<file path="src/rtl/cab_pkg.sv">
package cab_pkg;

    typedef enum logic [2:0] {
        ST_IDLE  = 3'd0,
        ST_LATCH = 3'd1,
        ST_AW    = 3'd2,
        ST_W     = 3'd3,
        ST_B     = 3'd4,
        ST_AR    = 3'd5,
        ST_R     = 3'd6
    } cab_state_e;

    localparam logic [1:0] CAB_BURST_INCR = 2'b01;

endpackage

</file>
<file path="src/rtl/cab_cmd_latch.sv">
module cab_cmd_latch #(
    parameter int ROW_W  = 23,
    parameter int DATA_W = 256,
    parameter int ADDR_W = 33
) (
    input  logic              clk,
    input  logic              rst_n,
    input  logic              latch_en,
    input  logic [ROW_W-1:0]  row_in,
    input  logic [DATA_W-1:0] data_in,
    output logic [ADDR_W-1:0] byte_addr,
    output logic [DATA_W-1:0] data_out
);
    localparam int OFS_W = $clog2(DATA_W / 8);
    localparam int PAD_W = ADDR_W - ROW_W - OFS_W;

    logic [ROW_W-1:0]  row_q;
    logic [DATA_W-1:0] data_q;

    always_ff @(posedge clk) begin
        if (!rst_n) begin
            row_q  <= '0;
            data_q <= '0;
        end else if (latch_en) begin
            row_q  <= row_in;
            data_q <= data_in;
        end
    end

    generate
        if (PAD_W > 0) begin : g_pad
            assign byte_addr = {{PAD_W{1'b0}}, row_q, {OFS_W{1'b0}}};
        end else begin : g_nopad
            assign byte_addr = {row_q, {OFS_W{1'b0}}};
        end
    endgenerate

    assign data_out = data_q;

endmodule

</file>
<file path="src/rtl/cab_fsm.sv">
module cab_fsm
    import cab_pkg::*;
(
    input  logic clk,
    input  logic rst_n,
    input  logic cmd_empty,
    input  logic cmd_is_write,
    input  logic awready,
    input  logic wready,
    input  logic bvalid,
    input  logic arready,
    input  logic rvalid,
    input  logic rsp_full,
    output logic cmd_rden,
    output logic latch_en,
    output logic awvalid,
    output logic wvalid,
    output logic bready,
    output logic arvalid,
    output logic rready,
    output logic rsp_wren
);
    cab_state_e state_q;
    cab_state_e state_d;

    // state register
    always_ff @(posedge clk) begin
        if (!rst_n) begin
            state_q <= ST_IDLE;
        end else begin
            state_q <= state_d;
        end
    end

    // transitions
    always_comb begin
        state_d = state_q;
        unique case (state_q)
            ST_IDLE:  if (!cmd_empty) state_d = ST_LATCH;
            ST_LATCH: state_d = cmd_is_write ? ST_AW : ST_AR;
            ST_AW:    if (awready) state_d = ST_W;
            ST_W:     if (wready) state_d = ST_B;
            ST_B:     if (bvalid) state_d = ST_IDLE;
            ST_AR:    if (arready) state_d = ST_R;
            ST_R:     if (rvalid && !rsp_full) state_d = ST_IDLE;
            default:  state_d = ST_IDLE;
        endcase
    end

    // outputs
    always_comb begin
        cmd_rden = 1'b0;
        latch_en = 1'b0;
        awvalid  = 1'b0;
        wvalid   = 1'b0;
        bready   = 1'b0;
        arvalid  = 1'b0;
        rready   = 1'b0;
        rsp_wren = 1'b0;
        unique case (state_q)
            ST_IDLE:  cmd_rden = !cmd_empty;
            ST_LATCH: latch_en = 1'b1;
            ST_AW:    awvalid  = 1'b1;
            ST_W:     wvalid   = 1'b1;
            ST_B:     bready   = 1'b1;
            ST_AR:    arvalid  = 1'b1;
            ST_R: begin
                rready   = !rsp_full;
                rsp_wren = rvalid && !rsp_full;
            end
            default: ;
        endcase
    end

endmodule

</file>
<file path="src/rtl/cmd_axi_bridge.sv">
module cmd_axi_bridge #(
    parameter int ROW_W  = 23,
    parameter int DATA_W = 256,
    parameter int ADDR_W = 33,
    parameter int ID_W   = 6
) (
    input  logic                    clk,
    input  logic                    rst_n,
    input  logic                    cmd_empty,
    input  logic [ROW_W+DATA_W:0]   cmd_dout,
    output logic                    cmd_rden,
    input  logic                    rsp_full,
    output logic [DATA_W-1:0]       rsp_din,
    output logic                    rsp_wren,
    output logic [ID_W-1:0]         awid,
    output logic [ADDR_W-1:0]       awaddr,
    output logic [7:0]              awlen,
    output logic [2:0]              awsize,
    output logic [1:0]              awburst,
    output logic                    awvalid,
    input  logic                    awready,
    output logic [DATA_W-1:0]       wdata,
    output logic [DATA_W/8-1:0]     wstrb,
    output logic                    wlast,
    output logic                    wvalid,
    input  logic                    wready,
    input  logic                    bvalid,
    output logic                    bready,
    output logic [ID_W-1:0]         arid,
    output logic [ADDR_W-1:0]       araddr,
    output logic [7:0]              arlen,
    output logic [2:0]              arsize,
    output logic [1:0]              arburst,
    output logic                    arvalid,
    input  logic                    arready,
    input  logic [DATA_W-1:0]       rdata,
    input  logic                    rvalid,
    output logic                    rready
);
    import cab_pkg::*;

    localparam int CMD_W = ROW_W + DATA_W + 1;
    localparam int OFS_W = $clog2(DATA_W / 8);

    logic              latch_en;
    logic [ADDR_W-1:0] byte_addr;

    cab_fsm u_fsm (
        .clk          (clk),
        .rst_n        (rst_n),
        .cmd_empty    (cmd_empty),
        .cmd_is_write (cmd_dout[CMD_W-1]),
        .awready      (awready),
        .wready       (wready),
        .bvalid       (bvalid),
        .arready      (arready),
        .rvalid       (rvalid),
        .rsp_full     (rsp_full),
        .cmd_rden     (cmd_rden),
        .latch_en     (latch_en),
        .awvalid      (awvalid),
        .wvalid       (wvalid),
        .bready       (bready),
        .arvalid      (arvalid),
        .rready       (rready),
        .rsp_wren     (rsp_wren)
    );

    cab_cmd_latch #(
        .ROW_W  (ROW_W),
        .DATA_W (DATA_W),
        .ADDR_W (ADDR_W)
    ) u_latch (
        .clk       (clk),
        .rst_n     (rst_n),
        .latch_en  (latch_en),
        .row_in    (cmd_dout[CMD_W-2:DATA_W]),
        .data_in   (cmd_dout[DATA_W-1:0]),
        .byte_addr (byte_addr),
        .data_out  (wdata)
    );

    assign awaddr  = byte_addr;
    assign araddr  = byte_addr;
    assign awid    = '0;
    assign arid    = '0;
    assign awlen   = '0;
    assign arlen   = '0;
    assign awsize  = 3'(OFS_W);
    assign arsize  = 3'(OFS_W);
    assign awburst = CAB_BURST_INCR;
    assign arburst = CAB_BURST_INCR;
    assign wstrb   = '1;
    assign wlast   = 1'b1;
    assign rsp_din = rdata;

endmodule

</file>
<file path="config.mk">
export PLATFORM = sky130hd
export DESIGN_NAME = cmd_axi_bridge
export DESIGN_NICKNAME = d
export VERILOG_FILES = /design/src/rtl/cab_pkg.sv /design/src/rtl/cab_cmd_latch.sv /design/src/rtl/cab_fsm.sv /design/src/rtl/cmd_axi_bridge.sv
export SDC_FILE = /design/constraint.sdc
export NUM_CORES = 1
export LEC_CHECK = 0
export CAP_MARGIN = 15
export CORE_AREA = 2 2 471 473
export CTS_CLUSTER_SIZE = 8
export DETAILED_ROUTE_END_ITERATION = 8
export DIE_AREA = 0 0 473 475
export PLACE_DENSITY = 0.3
export SYNTH_ARGS = -nofsm -noshare
export SYNTH_HDL_FRONTEND = slang
export SYNTH_SLANG_ARGS = --single-unit
export TNS_END_PERCENT = 20
</file>
<file path="constraint.sdc">
create_clock -name clk -period 1.7 [get_ports clk]
set_input_delay 0.17 -clock clk [delete_from_list [all_inputs] [get_ports clk]]
set_output_delay 0.17 -clock clk [all_outputs]
set_load 0.05 [all_outputs]
</file>
Yosys cells after proc, flatten, opt, wreduce, memory -nomap -nowiden
Cells that the tools add are included.

word-level totals
  latch bits = 0
  logic and storage cells = 36
  memory bits (writable) = 0
  bits in registers = 282
  ROM bits = 0
  output and inout port bits = 656
  memories = 0

operators by class
  mux-type cells = 16
  shift-type cells = 0
  multipliers = 0
  div/mod/pow operators = 0
  reductions and logical operators = 5
  add/sub/neg operators = 0
  order comparisons = 0
  bitwise logic cells = 0
  equal/unequal tests = 12

operators by type and width
  cell                                                  count
  two-way mux 3 bit                                     7
  one-hot mux 3 bit (7 select lines)                    1
  != test 2 bit (second input constant)                 5
  equality test 3 bit (second input constant)           3
  two-way mux 1 bit                                     8
  equality test 3 x 2 -> 1 bit (second input constant)  2
  AND reduction 6 bit                                   1
  equality test 3 x 1 -> 1 bit (second input constant)  1
  zero test 3 bit                                       1
  zero test 1 bit                                       2
  != test 2 x 1 -> 1 bit (second input constant)        1
  logical AND 1 bit                                     1

Depth between registers and ports, before layout
  depth after elaboration = 4
  depth in mapped cells = 7
  gate-level depth less buffers = 4

Modules after synthesis
A second synthesis with hierarchy kept.

second synthesis, totals
  cell total of the unflattened synthesis = 1310
  area, all modules = 13669.4 um^2

modules (own cells, without submodules)
  module          area an instance (um^2)  cells an instance  times used
  cab_cmd_latch   10647.7                  910                1
  cmd_axi_bridge  2710.1                   362                1
  cab_fsm         311.5                    38                 1

Worst setup path before layout
Ideal clock, no wire load.

  path kind = reg2out
  start = register u_fsm.state_q[2]
  end = output port rsp_wren
  slack = -0.851 ns
  arrival time = 2.381 ns
  stages on the path, launching flop included = 4
  path buffers = 0
  path through = dfxtp_1 > nor2b_1 > nor3b_1 > and2_1

on the way
  longest elaborated chain between the ends = 2

ends and longest elaborated chain
  item                      RTL line              RTL
  start: declaration        cab_fsm.sv:23         cab_state_e state_q;
  start signal: assignment  cab_fsm.sv:31         state_q <= state_d;
  equality test 3 bit       cab_fsm.sv:60         unique case (state_q)
  two-way mux 1 bit         cab_fsm.sv:60
  end: declaration          cmd_axi_bridge.sv:14  output logic rsp_wren,

Every way passes these cells.

Worst setup path after layout
  start = register u_fsm.state_q[0]
  end = output port rsp_wren

Same word-level chain as after synthesis.

==> results.ini <==
[logic_synthesis]
synthArstFlopShare=0
syn_area_sq_mm=0.0133
flop_and_latch_count_out_of_synthesis=282
netlist.area_leader.share=0.423
synth_area_leaders=sky130_fd_sc_hd__dfxtp_1 42%, sky130_fd_sc_hd__buf_4 22%, sky130_fd_sc_hd__nand2_1 16%
mapped_cells=1621
avgSynthCellArea_sq_um=8.23
ys.flop_type=sky130_fd_sc_hd__dfxtp_1
synth_edf_count=0
yosys_warnings=0
synthDominantAreaCellType=sky130_fd_sc_hd__dfxtp_1
synth.lib_cells_used.distinct=31
count_leader_synth=sky130_fd_sc_hd__nand2_1
sequential_to_total_area_share_from_yosys_stat=0.423
yosys-top-cells-count=558 x sky130_fd_sc_hd__nand2_1, 390 x sky130_fd_sc_hd__buf_4, 282 x sky130_fd_sc_hd__dfxtp_1

[clock_network]
worst_setup_hold_path_clk_slew_ps=60
cts.path.max_buffers=3
cts_buffers=47
root_buf_cell=sky130_fd_sc_hd__clkbuf_16
clock_latency_ps=660
tritoncts=yes
cts-htree-levels=2
clock_sinks=282

[sta]
whs_ps=91.5
finalSetupViolCount=30
hold_violations=0
finalWorstSetupSlack_ps=-221
fin_crit_sh=1.13
post-route-min-period_ps=1920
final-max-slew-violation-count=0
max_clock_freq_mhz=520
clock-skew-final_ps=27.2
rsz0062_at_grt=true

[die]
die-area_sq_mm=0.225
die_w_um=473
placement_rows=172
initial_core_util=0.0609
die_h_um=475
placeableCoreArea_sq_mm=0.219
top_level_ports=1201

[power]
power_report.internal_total_w=0.0195
max-vdd-ir-drop_uv=690
pwr_density_cell_mw_per_mm2=1480
seq_power_share=0.248
power.static_leakage_nw=8.72
net-switching-power_w=0.0162
switching_part_of_the_total=0.454
power.share.combinational=0.482
power_frac_clock=0.270

[layout]
layout.nets=2675
layout-drive-gt1-share=0.242
finalInstanceArea_sq_mm=0.0241
final_core_utilization=0.110
syn_to_final_growth_pct=80.7

[placed_design]
placedInstanceArea_sq_mm=0.0202
port_buffers=597
gp_routability_congestion=0.718
pre_cts_slack_ps=-71.6
detailedPlacementHpwl_um=81800

[drt]
detail_route.first_pass.iterations=4
post-route-drc-count=0
antenna_violating_nets_post_route=0
totalWireLength_um=101000
routedWlPerCell_um=20.0
drt_iter0_markers=369
vias_per_cell=2.45
vias=12300

[global_routing]
first_global_vias=12600
global_route.usage.total=0.0837
initial_antenna_violation_count=42
grt_max_degree=73
grt_first_pass_wirelength_um=124000
globalRoute.totalOverflow=0

[min_path]
hold_depth=3
type_of_the_most_critical_hold_path=input port to flop

[status]
violations=negative setup slack
status=complete, but fails checks

[setup_path]
worst-endpoint-required_ps=1530
crit_type=flop to primary output
cp.arrival_ps=1750
flop2flop_setup_slack_ps=-40
cp_slowest_cell=sky130_fd_sc_hd__dfxtp_2
cp_cell_sequence=buf_6, nor2b_4, nor3b_4, and2_4, buf_12
reg2reg_depth=8
timing.critical_path.to_type=primary output
startpoint_type=flop
cpPeakStageDelay_ps=330
crit_fanout=4

[job]
maxCapViolCount=0

==> power groups by stage <==
stage | sequential, W | clock (W) | combinational (W)
after floorplan | 0.0133 | 0 | 0.00633
after global placement | 0.00897 | 0 | 0.0158
after detailed placement | 0.00900 | 0 | 0.0157
after CTS | 0.00888 | 0.0104 | 0.0163
after global routing | 0.00903 | 0.0106 | 0.0184
final | 0.00885 | 0.00964 | 0.0172
==> final cells by class <==
class / count / area, sq um
Fill cell: 25400 / 195000
Timing Repair Buffer: 837 / 8430
Sequential cell: 282 / 5660
Multi-Input combinational cell: 961 / 4980
Tap cell: 2871 / 3590
Clock buffer: 64 / 1330
Clock inverter: 9 / 101
Antenna cell: 7 / 17.5
Inverter: 1 / 5.00
==> critical path, delay by kind of cell, from the launching register on <==
| kind | cells | cell delay (ps) |
|---|---|---|
| buffers and inverters | 2 | 270 |
| and+or+nand+nor | 3 | 500 |
| DFF | 1 | 330 |
==> cell usage in the layout, fill, tap and decap left out, types with 18 or more instances in the layout <==
master                              n
sky130_fd_sc_hd__conb_1            91
sky130_fd_sc_hd__buf_12            32
sky130_fd_sc_hd__nand2_1          534
sky130_fd_sc_hd__nand2_2           18
sky130_fd_sc_hd__buf_4            253
sky130_fd_sc_hd__clkdlybuf4s15_2   71
sky130_fd_sc_hd__a21boi_0          54
sky130_fd_sc_hd__clkbuf_16         61
sky130_fd_sc_hd__a21boi_1         212
sky130_fd_sc_hd__dlygate4sd3_1    147
sky130_fd_sc_hd__dfxtp_1          278
sky130_fd_sc_hd__clkdlybuf4s50_1  287
==> metrics by stage <==
step                TNS (ps)  std cells  power [W]
floorplan               -753       1710     0.0197
global placement       -3270       4770     0.0248
detailed placement     -2640       4770     0.0247
CTS                    -2190       5000     0.0355
global route          -13790       5026     0.0380
finish                 -1220       5032     0.0357
==> registers in the layout, indices dropped and copies added, names as in the netlist <==
register / count
u_latch.data_out: 256
u_latch.row_q: 23
u_fsm.state_q: 3
==> layer usage <==
layer	wire [um]	share of wire	up-vias	track usage
met4	5270	0.052	20	0.0403
met2	42400	0.42	730	0.123
li1	-	-	5714	-
met3	19100	0.19	299	0.0746
met5	142	0.0014	-	0.000216
met1	33900	0.34	5577	0.0805
==> timing repair <==
action                                  4_1_cts  5_1_grt
endpoints found under the setup margin      221      146
endpoints found under the hold margin       170        0
pin swaps                                     4       12
hold buffers                                147        0
setup buffers                                10       13
resized for setup                           277       87
cloned                                        0       13
==> path summary, 6_finish.rpt <==
path                                           start                                  to
setup / recovery       u_fsm.state_q[0]$_SDFFE_PN0P_                            rsp_wren
hold / removal                         cmd_dout[170]  u_latch.data_out[170]$_SDFFE_PN0N_
setup reg to reg       u_fsm.state_q[1]$_SDFFE_PN0P_  u_latch.data_out[195]$_SDFFE_PN0N_
hold reg to reg   u_latch.data_out[129]$_SDFFE_PN0N_  u_latch.data_out[129]$_SDFFE_PN0N_
==> cell families (layout without fill, tap and decap cells) <==
family	after synthesis	count (layout)	share of synthesized area
other cells	2	98	0.000563
buf+inv	467	911	0.245
compound gates	292	292	0.164
flops	282	282	0.423
simple gates	578	578	0.167
Note: power is estimated with default switching activity, not from simulation.
